--- src/rtl/sts_pkg.sv ---
package sts_pkg;
    localparam int NFLAG = 6;
    // sticky flag positions inside the status byte
    localparam int F_PWR  = 0;
    localparam int F_B75  = 1;
    localparam int F_B85  = 2;
    localparam int F_VLOW = 3;
    localparam int F_ALM  = 4;
    localparam int F_DST  = 5;

    typedef struct packed {
        logic             pend;
        logic [NFLAG-1:0] snap;
    } rd_trk_t;
endpackage

--- src/rtl/sts_sticky_bit.sv ---
module sts_sticky_bit (
    input  logic clk_i,
    input  logic rst_ni,
    input  logic set_i,
    input  logic clr_i,
    output logic q_o
);
    logic flag_d, flag_q;

    always_comb begin
        flag_d = flag_q;
        if (clr_i) flag_d = 1'b0;
        if (set_i) flag_d = 1'b1;
    end

    always_ff @(posedge clk_i) begin
        if (!rst_ni) flag_q <= 1'b0;
        else         flag_q <= flag_d;
    end

    assign q_o = flag_q;


    set_wins_chk: assert property (@(posedge clk_i) disable iff (!rst_ni)
        set_i |=> q_o);


    hold_chk: assert property (@(posedge clk_i) disable iff (!rst_ni)
        (q_o && !clr_i) |=> q_o);
endmodule

--- src/rtl/sts_read_track.sv ---
module sts_read_track
    import sts_pkg::*;
(
    input  logic             clk_i,
    input  logic             rst_ni,
    input  logic             cap_i,
    input  logic             done_i,
    input  logic [NFLAG-1:0] flags_i,
    output logic [NFLAG-1:0] clr_mask_o
);
    rd_trk_t trk_d, trk_q;

    always_comb begin
        trk_d      = trk_q;
        clr_mask_o = '0;
        if (done_i && trk_q.pend) begin
            clr_mask_o = trk_q.snap;
            trk_d.pend = 1'b0;
            trk_d.snap = '0;
        end
        if (cap_i) begin
            trk_d.pend = 1'b1;
            trk_d.snap = trk_d.snap | flags_i;
        end
    end

    always_ff @(posedge clk_i) begin
        if (!rst_ni) trk_q <= '0;
        else         trk_q <= trk_d;
    end


    no_pend_clr_chk: assert property (@(posedge clk_i) disable iff (!rst_ni)
        (done_i && !trk_q.pend) |-> (clr_mask_o == '0));
endmodule

--- src/rtl/sts_status_reg.sv ---
module sts_status_reg
    import sts_pkg::*;
#(
    parameter int ADDR_W    = 4,
    parameter int STAT_ADDR = 7,
    parameter int TIME_LAST = 6,
    parameter int TRIM_LO   = 10,
    parameter int TRIM_HI   = 11
) (
    input  logic              clk_i,
    input  logic              rst_ni,
    input  logic              pwr_lost_i,
    input  logic              dst_evt_i,
    input  logic              alm_evt_i,
    input  logic              vlow_evt_i,
    input  logic              bat85_evt_i,
    input  logic              bat75_evt_i,
    input  logic              month_tick_i,
    input  logic              busy_i,
    input  logic              osc_stop_i,
    input  logic              auto_clr_en_i,
    input  logic [ADDR_W-1:0] addr_i,
    input  logic              wr_en_i,
    input  logic [7:0]        wdata_i,
    input  logic              rd_en_i,
    input  logic              rd_done_i,
    output logic [7:0]        rdata_o,
    output logic              trim_blocked_o
);
    localparam logic [ADDR_W-1:0] STAT_A  = ADDR_W'(STAT_ADDR);
    localparam logic [ADDR_W-1:0] TIME_A  = ADDR_W'(TIME_LAST);
    localparam logic [ADDR_W-1:0] TRLO_A  = ADDR_W'(TRIM_LO);
    localparam logic [ADDR_W-1:0] TRHI_A  = ADDR_W'(TRIM_HI);
    localparam logic [NFLAG-1:0]  AUTO_M  = NFLAG'((1 << F_ALM) | (1 << F_VLOW) |
                                                   (1 << F_B85) | (1 << F_B75));

    logic             stat_sel, wr_stat, rd_stat, time_wr;
    logic [NFLAG-1:0] set_v, clr_v, flags_q, done_mask;

    assign stat_sel = (addr_i == STAT_A);
    assign wr_stat  = wr_en_i && stat_sel;
    assign rd_stat  = rd_en_i && stat_sel;
    assign time_wr  = wr_en_i && (addr_i <= TIME_A);

    sts_read_track u_trk (
        .clk_i      (clk_i),
        .rst_ni     (rst_ni),
        .cap_i      (rd_stat),
        .done_i     (rd_done_i),
        .flags_i    (flags_q),
        .clr_mask_o (done_mask)
    );

    always_comb begin
        set_v        = '0;
        set_v[F_PWR] = pwr_lost_i;
        set_v[F_B75] = bat75_evt_i;
        set_v[F_B85] = bat85_evt_i;
        set_v[F_VLOW]= vlow_evt_i;
        set_v[F_ALM] = alm_evt_i;
        set_v[F_DST] = dst_evt_i;

        clr_v        = auto_clr_en_i ? (done_mask & AUTO_M) : '0;
        clr_v[F_PWR] = time_wr;
        if (wr_stat && !wdata_i[F_ALM]) clr_v[F_ALM] = 1'b1;
        clr_v[F_DST] = done_mask[F_DST] || month_tick_i;
    end

    for (genvar i = 0; i < NFLAG; i++) begin : g_flag
        sts_sticky_bit u_bit (
            .clk_i  (clk_i),
            .rst_ni (rst_ni),
            .set_i  (set_v[i]),
            .clr_i  (clr_v[i]),
            .q_o    (flags_q[i])
        );
    end

    assign rdata_o        = stat_sel ? {busy_i, osc_stop_i, flags_q} : 8'h00;
    assign trim_blocked_o = busy_i && (rd_en_i || wr_en_i) &&
                            (addr_i >= TRLO_A) && (addr_i <= TRHI_A);


    alm_set_chk: assert property (@(posedge clk_i) disable iff (!rst_ni)
        alm_evt_i |=> flags_q[F_ALM]);


    alm_wr_one_chk: assert property (@(posedge clk_i) disable iff (!rst_ni)
        (wr_stat && wdata_i[F_ALM] && !flags_q[F_ALM] && !alm_evt_i) |=> !flags_q[F_ALM]);


    pwr_stat_wr_chk: assert property (@(posedge clk_i) disable iff (!rst_ni)
        (wr_stat && !pwr_lost_i && !time_wr) |=> $stable(flags_q[F_PWR]));


    dst_month_chk: assert property (@(posedge clk_i) disable iff (!rst_ni)
        (month_tick_i && !dst_evt_i) |=> !flags_q[F_DST]);


    no_auto_chk: assert property (@(posedge clk_i) disable iff (!rst_ni)
        (rd_done_i && !auto_clr_en_i && !wr_en_i) |=>
            ((flags_q & AUTO_M) == ($past(flags_q) & AUTO_M)) ||
            ($past(alm_evt_i || vlow_evt_i || bat85_evt_i || bat75_evt_i)));
endmodule

--- config.mk ---
export PLATFORM = sky130hd
export DESIGN_NAME = sts_status_reg
export DESIGN_NICKNAME = d
export VERILOG_FILES = /design/src/rtl/sts_pkg.sv /design/src/rtl/sts_sticky_bit.sv /design/src/rtl/sts_read_track.sv /design/src/rtl/sts_status_reg.sv
export SDC_FILE = /design/constraint.sdc
export NUM_CORES = 1
export LEC_CHECK = 0
export ABC_AREA = 1
export CORE_MARGIN = 2
export CORE_UTILIZATION = 35
export DETAILED_ROUTE_END_ITERATION = 8
export PLACE_DENSITY = 0.83
export REMOVE_ABC_BUFFERS = 1
export SETUP_SLACK_MARGIN = 0.1
export SYNTH_ARGS = -nofsm -noshare
export SYNTH_HDL_FRONTEND = slang
export SYNTH_HIERARCHICAL = 1
export SYNTH_SLANG_ARGS = --single-unit
--- constraint.sdc ---
create_clock -name clk_i -period 1 [get_ports clk_i]
set_input_delay 0.25 -clock clk_i [delete_from_list [all_inputs] [get_ports clk_i]]
set_output_delay 0.25 -clock clk_i [all_outputs]
set_load 0.02 [all_outputs]
* Word-level counts from Yosys, hierarchy flattened
Index checks and enable logic that the tools add are counted.
** Storage, ports and cells
- Input port bits :: 27
- Flip-flop bits (word level) :: 13
** Operators by class
- Magnitude comparators :: 3
- Eq/ne operators :: 1
- Muxes and demuxes :: 18
- Reduce and logical (&&, ||, !) cells :: 18
- Bitwise operators :: 1
** Operators with widths (count)
- 2-to-1 mux 7 bit :: 2
- nonzero test 2 bit :: 7
- 2-to-1 mux 1 bit :: 13
- logical AND 1 bit :: 8
- 2-to-1 mux 8 bit :: 1
- 2-to-1 mux 6 bit :: 1
- bitwise OR 6 bit :: 1
- 2-to-1 mux 5 bit :: 1
- == test 4 x 3 -> 1 bit (second input constant) :: 1
- greater-or-equal comparator 4 bit (second input constant) :: 1
- less-or-equal comparator 4 x 3 -> 1 bit (second input constant) :: 1
- less-or-equal comparator 4 bit (second input constant) :: 1
- logical OR 1 bit :: 2
- logical NOT 1 bit :: 1

* Depth between registers and ports, before layout
- Word-level depth :: 6
- Gate-level depth with buffers :: 8

* Cells and area by module
The synthesis kept the hierarchy.
** Modules (own cells, without submodules)
- sts_read_track :: area each 294.0 µm², seq. area each 140.1 µm², cells each 43, times used 1
- sts_sticky_bit :: area each 43.8 µm², seq. area each 20.0 µm², cells each 6, times used 6
- sts_status_reg :: area each 168.9 µm², seq. area each 0.0 µm², cells each 40, times used 1

* Worst setup path before layout
No wires, ideal clock.
- Path type :: input -> output
- Start point :: input port addr_i[2]
- End point :: output port rdata_o[0]
- Data required time :: 0.750 ns
- Path slack :: -0.053 ns
- Stages on the path :: 4
- Buffers on the path :: 0
- Arrival time :: 0.803 ns
- Cell sequence :: inv_1 > nor2_2 > nand2_4 > nor2_1
** Between the ends
- Cells in the longest elaborated chain, start to end :: 2
** Ends and longest elaborated chain
- start: declaration :: RTL line sts_status_reg.sv:22 : input logic [ADDR_W-1:0] addr_i,
- == test 4 x 3 -> 1 bit :: RTL line sts_status_reg.sv:40 : assign stat_sel = (addr_i == STAT_A);
- 2-to-1 mux 8 bit :: RTL line sts_status_reg.sv:79 : assign rdata_o = stat_sel ? {busy_i, osc_stop_i, flags_q} : 8'h00;
- end: declaration :: RTL line sts_status_reg.sv:27 : output logic [7:0] rdata_o,
Every way passes these cells.

* Worst setup path after layout
- Start point :: input port addr_i[3]
- End point :: output port rdata_o[5]
Same word-level chain as after synthesis.

==> results.md <==
* Switch share at 26.48%
* Critical Setup Path Class: in2out
* Failing checks: setup timing
* CTS Buf Count at 3
* Die footprint at about 0.0023 sq mm
* Clock power share at roughly 34%
* Worst hold path type: reg2reg
* Tcrit/Tclk final at 114.4%
* Vias in the first global route at just over 700
* Initial antenna violation count at 0
* Vias at between 800 and 900
* Layout cells sized above 1 at between 50% and 60%
* IO Pins at 36
* RSZ-0062 raised after global routing: true
* Clk_lat worst skew at 0.27 ns
* Fin. Hold Viols at 0
* Max-slew violations at 0
* Design area at between 0.001 and 0.0015 sq mm
* Warnings from Yosys at 6
* Antenna Nets Post-Route at 0
* Final setup fails at 11
* Slowest cell on crit path: nor2_4
* Antenna fix cells at 0
* Part of the power in registers at a little over two fifths
* Crit end category: output pin
* Post-layout min period at 1.144 ns
* Outcome: finished, violations left
* DR WL/cell at 11.57 um
* Post-Place Worst Slack at -1.007 ns
* Type of origin of the critical path: input port
* Largest net degree at the start of global routing at 8
* GPL Wtd Cong at 0.7338
* CTS Root Cell: clkbuf_4
* CTS Hold Bufs at 0
* Max-cap violations at 0
* Final nets at between 150 and 200
* H-tree Lvls at 1
* First DRT Iteration DRCs at 6
* Die height at around 48 um
* Clk sinks at 12
* GRT Util Overall at 18.00%
* Cells after Synth at 113
* Slowest cell delay on critical path at 0.17 ns
* Power Density at 894.7 mW/mm^2
* Global-route wire length before repair at 2884 um
* Final worst slack at -0.1445 ns
* Pwr Total at 1.181 mW
* Worst-Margin Slew at just under 0.3 ns
* Critical path peak fanout at 4
* CP delay by family, top: simple AND/OR/NAND/NOR gates
* Initial core utilization at 36.05%
* Drc violations at 0
* I/O Buffers at 28
* Worst Path Required at between 0.7 and 0.8 ns
* Placed insts at approximately 180
* Leakage at 0.6657 nW
* Post-DP Area at 0.001071 sq mm
* Pint at 868.3 uW
* Die Span X at 48.26 um
* Post-DP HPWL at between 1000 and 1500 um
* Core area at 0.001902 sq mm
* Crit path DAT at 0.89 ns
* Mapped cell area at 685.7 sq um
* Combinational group share of total power at a little under a quarter
* CTS tree: built
* CP Cell Sequence: buf_8, nor2_4, nand2_4, nor2_2, buf_6
* Switching pwr at 312.8 uW
* P&R area growth vs syn at 92.52%
* Clk pin slew, worst setup/hold paths at roughly 0.080 ns
* Setup Skew at about 0.0030 ns
* CP bufs+invs at 2
* Setup TNS at -1.080 ns
* Overflow after GRT at 0
* CTS Buffer Depth at 2
* Drt pass-1 iters at 4
* Fmax at between 800 and 900 MHz
* Relative slew slack at between 80% and 90%
* Rows at 16
* Routed WL at 2221 um
* Avg Inst Size Synth at 6.068 sq um
* Via-to-Cell Ratio at 4.323
* Worst vdd ir at ~0.75 mV
* Final std cells w/o fill at 192
cells in the final DEF, fill, tap and decap left out, drive strengths merged:
cell type	instances
and2	1
a21oi	12
dlygate4sd2	4
nand4	1
nor2	20
clkbuf	4
nand2	26
buf	32
inv	40
clkdlybuf4s50	10
dfxtp	12
or2	1
clkdlybuf4s15	1
nand3	1
state kept, by name (all words and copies together) (netlist names):
signal and count:
g_flag.u_bit/q_o 6, u_trk/trk_q 6
power groups by stage:
| stage | Clock, mW | Sequential [mW] | Combinational (mW) |
|---|---|---|---|
| floorplan | 0 | 0.518 | 0.0789 |
| global placement | 0 | 0.517 | 0.213 |
| detailed placement | 0 | 0.517 | 0.219 |
| CTS | 0.407 | 0.508 | 0.250 |
| global route | 0.435 | 0.512 | 0.294 |
| finish | 0.397 | 0.509 | 0.275 |
area by class of cell:
cell class,count,area (sq um)
Timing Repair Buffer,47,429.2
Tap cell,27,33.78
Fill cell,158,581.8
Inverter,40,155.1
Sequential cell,12,251.5
Clock buffer,4,36.28
Multi-Input combinational cell,62,414.1
tightest hold or removal path: stages, from the launching register on:
cell and delay [ns]:
dfxtp_2 0.32, nand2_1 0.06, a21oi_2 0.05
worst paths after layout:
path	end	cells after the start	slack (ns)	start
setup / recovery	rdata_o[5]	5	-0.14	addr_i[3]
hold / removal	g_flag[0].u_bit/q_o	2	0.46	g_flag[0].u_bit/q_o
hold reg to reg	g_flag[0].u_bit/q_o	2	0.46	g_flag[0].u_bit/q_o
setup reg to reg	g_flag[2].u_bit/q_o	8	-0.04	u_trk/trk_q[6]
per-layer routing:
metal	wire length, um	track usage, %
met2	1230	35.00
met3	123	2.963
met5	0	0
met4	6	4.865
met1	860	19.69
metrics by stage:
stage | hold slack (ns) | utilization [%]
CTS | 0.4642 | 65.26
global route | 0.4860 | 69.41
finish | 0.4622 | 69.41
floorplan | 0.3715 | -
global placement | 0.4475 | 56.32
detailed placement | 0.4534 | 56.32
what timing repair did:
action / CTS / global route
buffers inserted: 8 / 2
pin swaps: 20 / 12
resized for setup: 109 / 23
gates cloned: 2 / 0
setup endpoints to repair: 21 / 21
(Power assumes the default switching activity.)
